$ cat config.mk
export PLATFORM = sky130hd
export DESIGN_NAME = wdog_postscale
export DESIGN_NICKNAME = d
export VERILOG_FILES = /design/src/rtl/wdog_pkg.sv /design/src/rtl/wdog_ctl.sv /design/src/rtl/wdog_div.sv /design/src/rtl/wdog_post.sv /design/src/rtl/wdog_postscale.sv
export SDC_FILE = /design/constraint.sdc
export NUM_CORES = 1
export LEC_CHECK = 0
export CAP_MARGIN = 15
export CORE_MARGIN = 8
export CORE_UTILIZATION = 55
export CTS_CLUSTER_DIAMETER = 100
export CTS_CLUSTER_SIZE = 16
export DETAILED_ROUTE_END_ITERATION = 8
export DONT_BUFFER_PORTS = 1
export GPL_TIMING_DRIVEN = 0
export PLACE_DENSITY = 0.78
export SLEW_MARGIN = 20
export SYNTH_ARGS = -nofsm -noshare
export SYNTH_HDL_FRONTEND = slang
export SYNTH_SLANG_ARGS = --single-unit
$ cat constraint.sdc
create_clock -name clk -period 3.7 [get_ports clk]
set_input_delay 0.74 -clock clk [delete_from_list [all_inputs] [get_ports clk]]
set_output_delay 0.74 -clock clk [all_outputs]
set_load 0.02 [all_outputs]
$ cat src/rtl/wdog_pkg.sv
package wdog_pkg;

    // Registered request outputs of the watchdog
    typedef struct packed {
        logic rst_req;
        logic wake_req;
    } dog_out_t;

    // Route taken by a timeout
    typedef enum logic {
        ROUTE_RESET = 1'b0,
        ROUTE_WAKE  = 1'b1
    } dog_route_e;

endpackage

$ cat src/rtl/wdog_ctl.sv
module wdog_ctl #(
    parameter int OSC_W = 3
) (
    input  logic             clk,
    input  logic             rst_n,
    input  logic             hw_en,
    input  logic             sw_en,
    input  logic             clr_strobe,
    input  logic             sleep_strobe,
    input  logic             clk_fail,
    input  logic [OSC_W-1:0] osc_set,
    output logic             wipe
);

    typedef struct packed {
        logic [OSC_W-1:0] osc;
    } ctl_t;

    ctl_t st_d, st_q;
    logic running;
    logic osc_moved;

    always_comb begin
        st_d      = st_q;
        st_d.osc  = osc_set;
        running   = hw_en | sw_en;
        osc_moved = (osc_set != st_q.osc);
        wipe      = ~running | clr_strobe | sleep_strobe | clk_fail | osc_moved;
    end

    always_ff @(posedge clk or negedge rst_n) begin
        if (!rst_n) begin
            st_q <= '0;
        end else begin
            st_q <= st_d;
        end
    end

endmodule

$ cat src/rtl/wdog_div.sv
module wdog_div #(
    parameter int PRE_W = 7
) (
    input  logic clk,
    input  logic rst_n,
    input  logic wipe,
    output logic tick
);

    localparam logic [PRE_W-1:0] LAST = '1;

    typedef struct packed {
        logic [PRE_W-1:0] cnt;
    } div_t;

    div_t st_d, st_q;

    always_comb begin
        st_d = st_q;
        tick = 1'b0;
        if (wipe) begin
            st_d.cnt = '0;
        end else begin
            tick     = (st_q.cnt == LAST);
            st_d.cnt = st_q.cnt + 1'b1;
        end
    end

    always_ff @(posedge clk or negedge rst_n) begin
        if (!rst_n) begin
            st_q <= '0;
        end else begin
            st_q <= st_d;
        end
    end

endmodule

$ cat src/rtl/wdog_post.sv
module wdog_post #(
    parameter int SEL_W  = 4,
    parameter int POST_W = 15
) (
    input  logic             clk,
    input  logic             rst_n,
    input  logic             wipe,
    input  logic             tick,
    input  logic [SEL_W-1:0] sel,
    output logic             expire
);

    typedef struct packed {
        logic [POST_W-1:0] cnt;
    } post_t;

    post_t st_d, st_q;
    logic [POST_W-1:0] mask;
    logic              full;

    // Tap mask: bit g is part of the tap when g is below the select value
    for (genvar g = 0; g < POST_W; g++) begin : g_mask
        assign mask[g] = (g < int'(sel));
    end

    always_comb begin
        st_d   = st_q;
        full   = ((st_q.cnt & mask) == mask);
        expire = 1'b0;
        if (wipe) begin
            st_d.cnt = '0;
        end else if (tick) begin
            if (full) begin
                expire   = 1'b1;
                st_d.cnt = '0;
            end else begin
                st_d.cnt = st_q.cnt + 1'b1;
            end
        end
    end

    always_ff @(posedge clk or negedge rst_n) begin
        if (!rst_n) begin
            st_q <= '0;
        end else begin
            st_q <= st_d;
        end
    end

endmodule

$ cat src/rtl/wdog_postscale.sv
module wdog_postscale
    import wdog_pkg::*;
#(
    parameter int PRE_W = 7,
    parameter int SEL_W = 4,
    parameter int OSC_W = 3
) (
    input  logic             clk,
    input  logic             rst_n,
    input  logic             hw_en,
    input  logic             sw_en,
    input  logic [SEL_W-1:0] period_sel,
    input  logic             clr_strobe,
    input  logic             sleep_strobe,
    input  logic [OSC_W-1:0] osc_set,
    input  logic             clk_fail,
    input  logic             in_sleep,
    output logic             dog_rst_req,
    output logic             dog_wake_req
);

    localparam int POST_W = (1 << SEL_W) - 1;

    logic       wipe;
    logic       tick;
    logic       expire;
    dog_route_e route;
    dog_out_t   out_d, out_q;

    wdog_ctl #(.OSC_W(OSC_W)) u_ctl (
        .clk          (clk),
        .rst_n        (rst_n),
        .hw_en        (hw_en),
        .sw_en        (sw_en),
        .clr_strobe   (clr_strobe),
        .sleep_strobe (sleep_strobe),
        .clk_fail     (clk_fail),
        .osc_set      (osc_set),
        .wipe         (wipe)
    );

    wdog_div #(.PRE_W(PRE_W)) u_div (
        .clk   (clk),
        .rst_n (rst_n),
        .wipe  (wipe),
        .tick  (tick)
    );

    wdog_post #(.SEL_W(SEL_W), .POST_W(POST_W)) u_post (
        .clk    (clk),
        .rst_n  (rst_n),
        .wipe   (wipe),
        .tick   (tick),
        .sel    (period_sel),
        .expire (expire)
    );

    always_comb begin
        route          = in_sleep ? ROUTE_WAKE : ROUTE_RESET;
        out_d          = '0;
        out_d.rst_req  = expire & (route == ROUTE_RESET);
        out_d.wake_req = expire & (route == ROUTE_WAKE);
    end

    always_ff @(posedge clk or negedge rst_n) begin
        if (!rst_n) begin
            out_q <= '0;
        end else begin
            out_q <= out_d;
        end
    end

    assign dog_rst_req  = out_q.rst_req;
    assign dog_wake_req = out_q.wake_req;

endmodule

==> results.yml <==
yosys:
  ys_seq_elements: 27
  synthesis.area_um2: 1623
  synth_seq_area_share: 0.4163
  yosys.area.top_type_share: 0.4163
  ys_types: 43
  synthFlopType: "dfrtp_1"
  synth_top_area_cell: "dfrtp_1"
  synthCells: 174
  ys_warn_count: 0
  avgSynthCellArea_um2: 9.326
  synth.area.top_cells: "dfrtp_1 (42%), nand3_1 (5.2%), nand2_1 (3.7%)"
  syn_nets: 191
  async_flop_share: 1.000
  synth_edf_count: 0
critical_path:
  reg2regPathDepth: 8
  regToRegSetupSlack_ns: 1.48
  required_ns: 3.93
  end_kind: "flip-flop"
  crit_top_cell: "nor3_1"
  startpoint: "u_div.st_q[0]$_DFF_PN0_"
  slowest_delay_ns: 0.47
  crit_end: "u_post.st_q[10]$_DFFE_PN0P_"
  arrival_ns: 2.46
  worstSetupPathType: "flip-flop to flip-flop"
  path_cells: "ha_1, nand3_1, nor3_1, nor3_1, clkbuf_1, and2_1, a31oi_2, o31ai_2"
  rr_startpoint: "u_div.st_q[0]$_DFF_PN0_"
  regToRegEndpoint: "u_post.st_q[10]$_DFFE_PN0P_"
  crit_slowest_cell: "nor3_1"
  critPathLaunchType: "flip-flop"
  cp_max_fo: 10
global_route:
  grt_start_max_net_pins: 28
  grt_pass1_vias: 1282
  grt_pass1_wl_mm: 5.982
  antenna_found_initial: 0
  overflow: 0
  track_usage: 0.1449
clock_tree:
  clkSlewWorstSetupHoldPaths_ns: 0.16
  tritoncts.num_buffers: 3
  hold_buffers: 0
  ctsLongestPathBuffers: 2
  ctsRootBufferMaster: "clkbuf_4"
  ctsResizeCount: 0
  cts_setup_buffers: 0
  htreeDepth: 1
  cts_sinks: 27
  clk_latency_ns: 0.35
  cts_tree: "yes"
placed_design:
  place_congestion: 0.8333
  place_hpwl_mm: 2.508
  io_buffers: 0
routing:
  vias: 1310
  ant_nets: 0
  dr.first_iter.drc_count: 104
  drc_errors: 0
  wl_per_cell_um: 16.62
  first_pass_iters: 4
  viasPerCell: 6.268
  postRouteWirelength_mm: 3.474
timing:
  fin_crit_sh: 0.6013
  maxSlewHeadroom: 0.6529
  slew_violations: 0
  rsz0062_at_grt: "no"
  final_hold_viol_count: 0
  setup_viol: 0
  layout_min_cycle_time_ns: 2.225
  finalSetupTns_ns: 0
  worstMarginPinSlew_ns: 0.5167
  clock-skew-final_ns: 0.01677
  timing.fmax_mhz: 449.5
power:
  seqPwrFrac: 0.640
  power.internal_mw: 0.3529
  powerDensity_nw_per_um2: 275.3
  switching_power_mw: 0.1131
  irDropWorstVdd_uv: 250.2
  swShare: 0.2427
  leakagePower_nw: 0.6626
  pwr-share-clk: 0.303
  fin_total_pwr_mw: 0.4660
  combinationalPowerShare: 0.057
floorplanning:
  die_w_um: 70.32
  row_count: 19
  die_h_um: 70.32
  initial_core_util: 0.5834
  fp.coreArea_um2: 2781
  io-pin-count: 17
  fp.dieArea_um2: 4945
final_layout:
  drive_above_1_share: 0.1236
  syn2layout_area_growth_pct: 4.317
  n_antenna_cell: 0
  nNetsFinal: 196
status:
  outcome: "finished clean"
worst_hold_path:
  hold_path.class: "primary input to asynchronous set/reset pin"
job:
  max_cap_violations: 0
state kept, by name, indices dropped and copies added, names as in the netlist:
register and flops:
u_post.st_q 15, u_div.st_q 7, u_ctl.st_q 3, dog_rst_req 1
dog_wake_req 1
power groups by stage:
stage | combinational (mW) | sequential [mW] | clock (mW)
2_1_floorplan | 0.0226 | 0.303 | 0
3_3_place_gp | 0.0256 | 0.303 | 0
3_5_place_dp | 0.0263 | 0.304 | 0
4_1_cts | 0.0266 | 0.298 | 0.144
5_1_grt | 0.0294 | 0.298 | 0.155
6_report | 0.0267 | 0.298 | 0.141
worst min-delay path by stage:
stage | end | slack (ns) | cells after the start
6_report | u_ctl.st_q[1]$_DFF_PN0_ | 0.05 | 0
2_1_floorplan | u_div.st_q[0]$_DFF_PN0_ | 0.43 | 1
4_1_cts | u_post.st_q[6]$_DFFE_PN0P_ | 0.05 | 0
3_5_place_dp | u_post.st_q[6]$_DFFE_PN0P_ | 0.45 | 0
5_1_grt | u_post.st_q[5]$_DFFE_PN0P_ | 0.03 | 0
3_3_place_gp | u_div.st_q[0]$_DFF_PN0_ | 0.44 | 1
critical path: cells and delay by family (launching register included):
kind            cells  cell delay (ns)
compound gates      2             0.23
fa+ha+maj           1             0.19
buf+inv             1             0.27
flops               1             0.41
simple gates        4             1.00
layout by cell type, fill, tap and decap left out, types with 3 or more instances in the layout:
cell,n
nor3_1,4
buf_6,4
and2_1,7
dfrtp_1,27
nand3_1,17
nand2b_1,4
clkbuf_1,3
o31ai_2,3
clkbuf_4,3
o21ai_0,5
a21oi_1,4
xnor2_1,6
a31oi_1,5
a211oi_1,3
and3_1,7
inv_1,7
o31ai_1,5
nor2_1,13
nand3b_1,3
nand2_1,16
kinds of logic (layout without fill, tap and decap cells):
| logic type | after synthesis | in the layout | share of synthesized area |
|---|---|---|---|
| and+or+nand+nor | 78 | 78 | 0.2568 |
| AOI/OAI and AO/OA | 43 | 43 | 0.2097 |
| DFF | 27 | 27 | 0.4163 |
| buffers and inverters | 16 | 20 | 0.05860 |
| xor gates and xnor gates | 8 | 8 | 0.04318 |
| adders and majority gates | 2 | 2 | 0.01542 |
final cells by class:
cell class                      instances  area, um^2
Buffer                                  9       68.82
Clock buffer                            3       22.52
Clock inverter                          1       8.758
Fill cell                             227        1089
Inverter                                7       26.28
Multi-Input combinational cell        131       852.1
Sequential cell                        27       675.6
Tap cell                               31       38.79
layer usage:
layer,vias to the layer above,part of all wire,GRT usage
li1,644,-,-
met1,618,0.45,0.1867
met2,43,0.47,0.2254
met3,5,0.071,0.04096
met4,0,0.013,0.04911
met5,-,0,0
through the flow:
stage                     setup slack, ns  instances    util  hold WS [ns]  area, um^2
final                               1.475        209  0.6086       0.05146        1693
after global routing                1.280        209  0.6086       0.02734        1693
after CTS                           1.524        209  0.6086       0.04913        1693
after detailed placement            1.303        205  0.5974        0.4453        1662
after global placement              1.352        205  0.5974        0.4364        1662
after floorplan                     1.491        174       -        0.4251        1623
Yosys cell counts, types with 2 or more instances:
cell type / instances
buf_6: 4
xnor2_1: 6
nand3b_1: 3
a211oi_1: 3
ha_1: 2
nor3_1: 4
and3_1: 7
and2_1: 7
xor2_1: 2
a31oi_2: 2
clkbuf_1: 3
nand3_1: 17
o31ai_2: 3
dfrtp_1: 27
o211ai_1: 2
a21oi_1: 4
a311oi_1: 2
a31oi_1: 5
o21ai_1: 2
inv_1: 7
o21ai_0: 5
nand2_1: 16
o31ai_1: 5
o22ai_1: 2
nand2b_1: 4
nor2_1: 13
(Power assumes the default switching activity.)
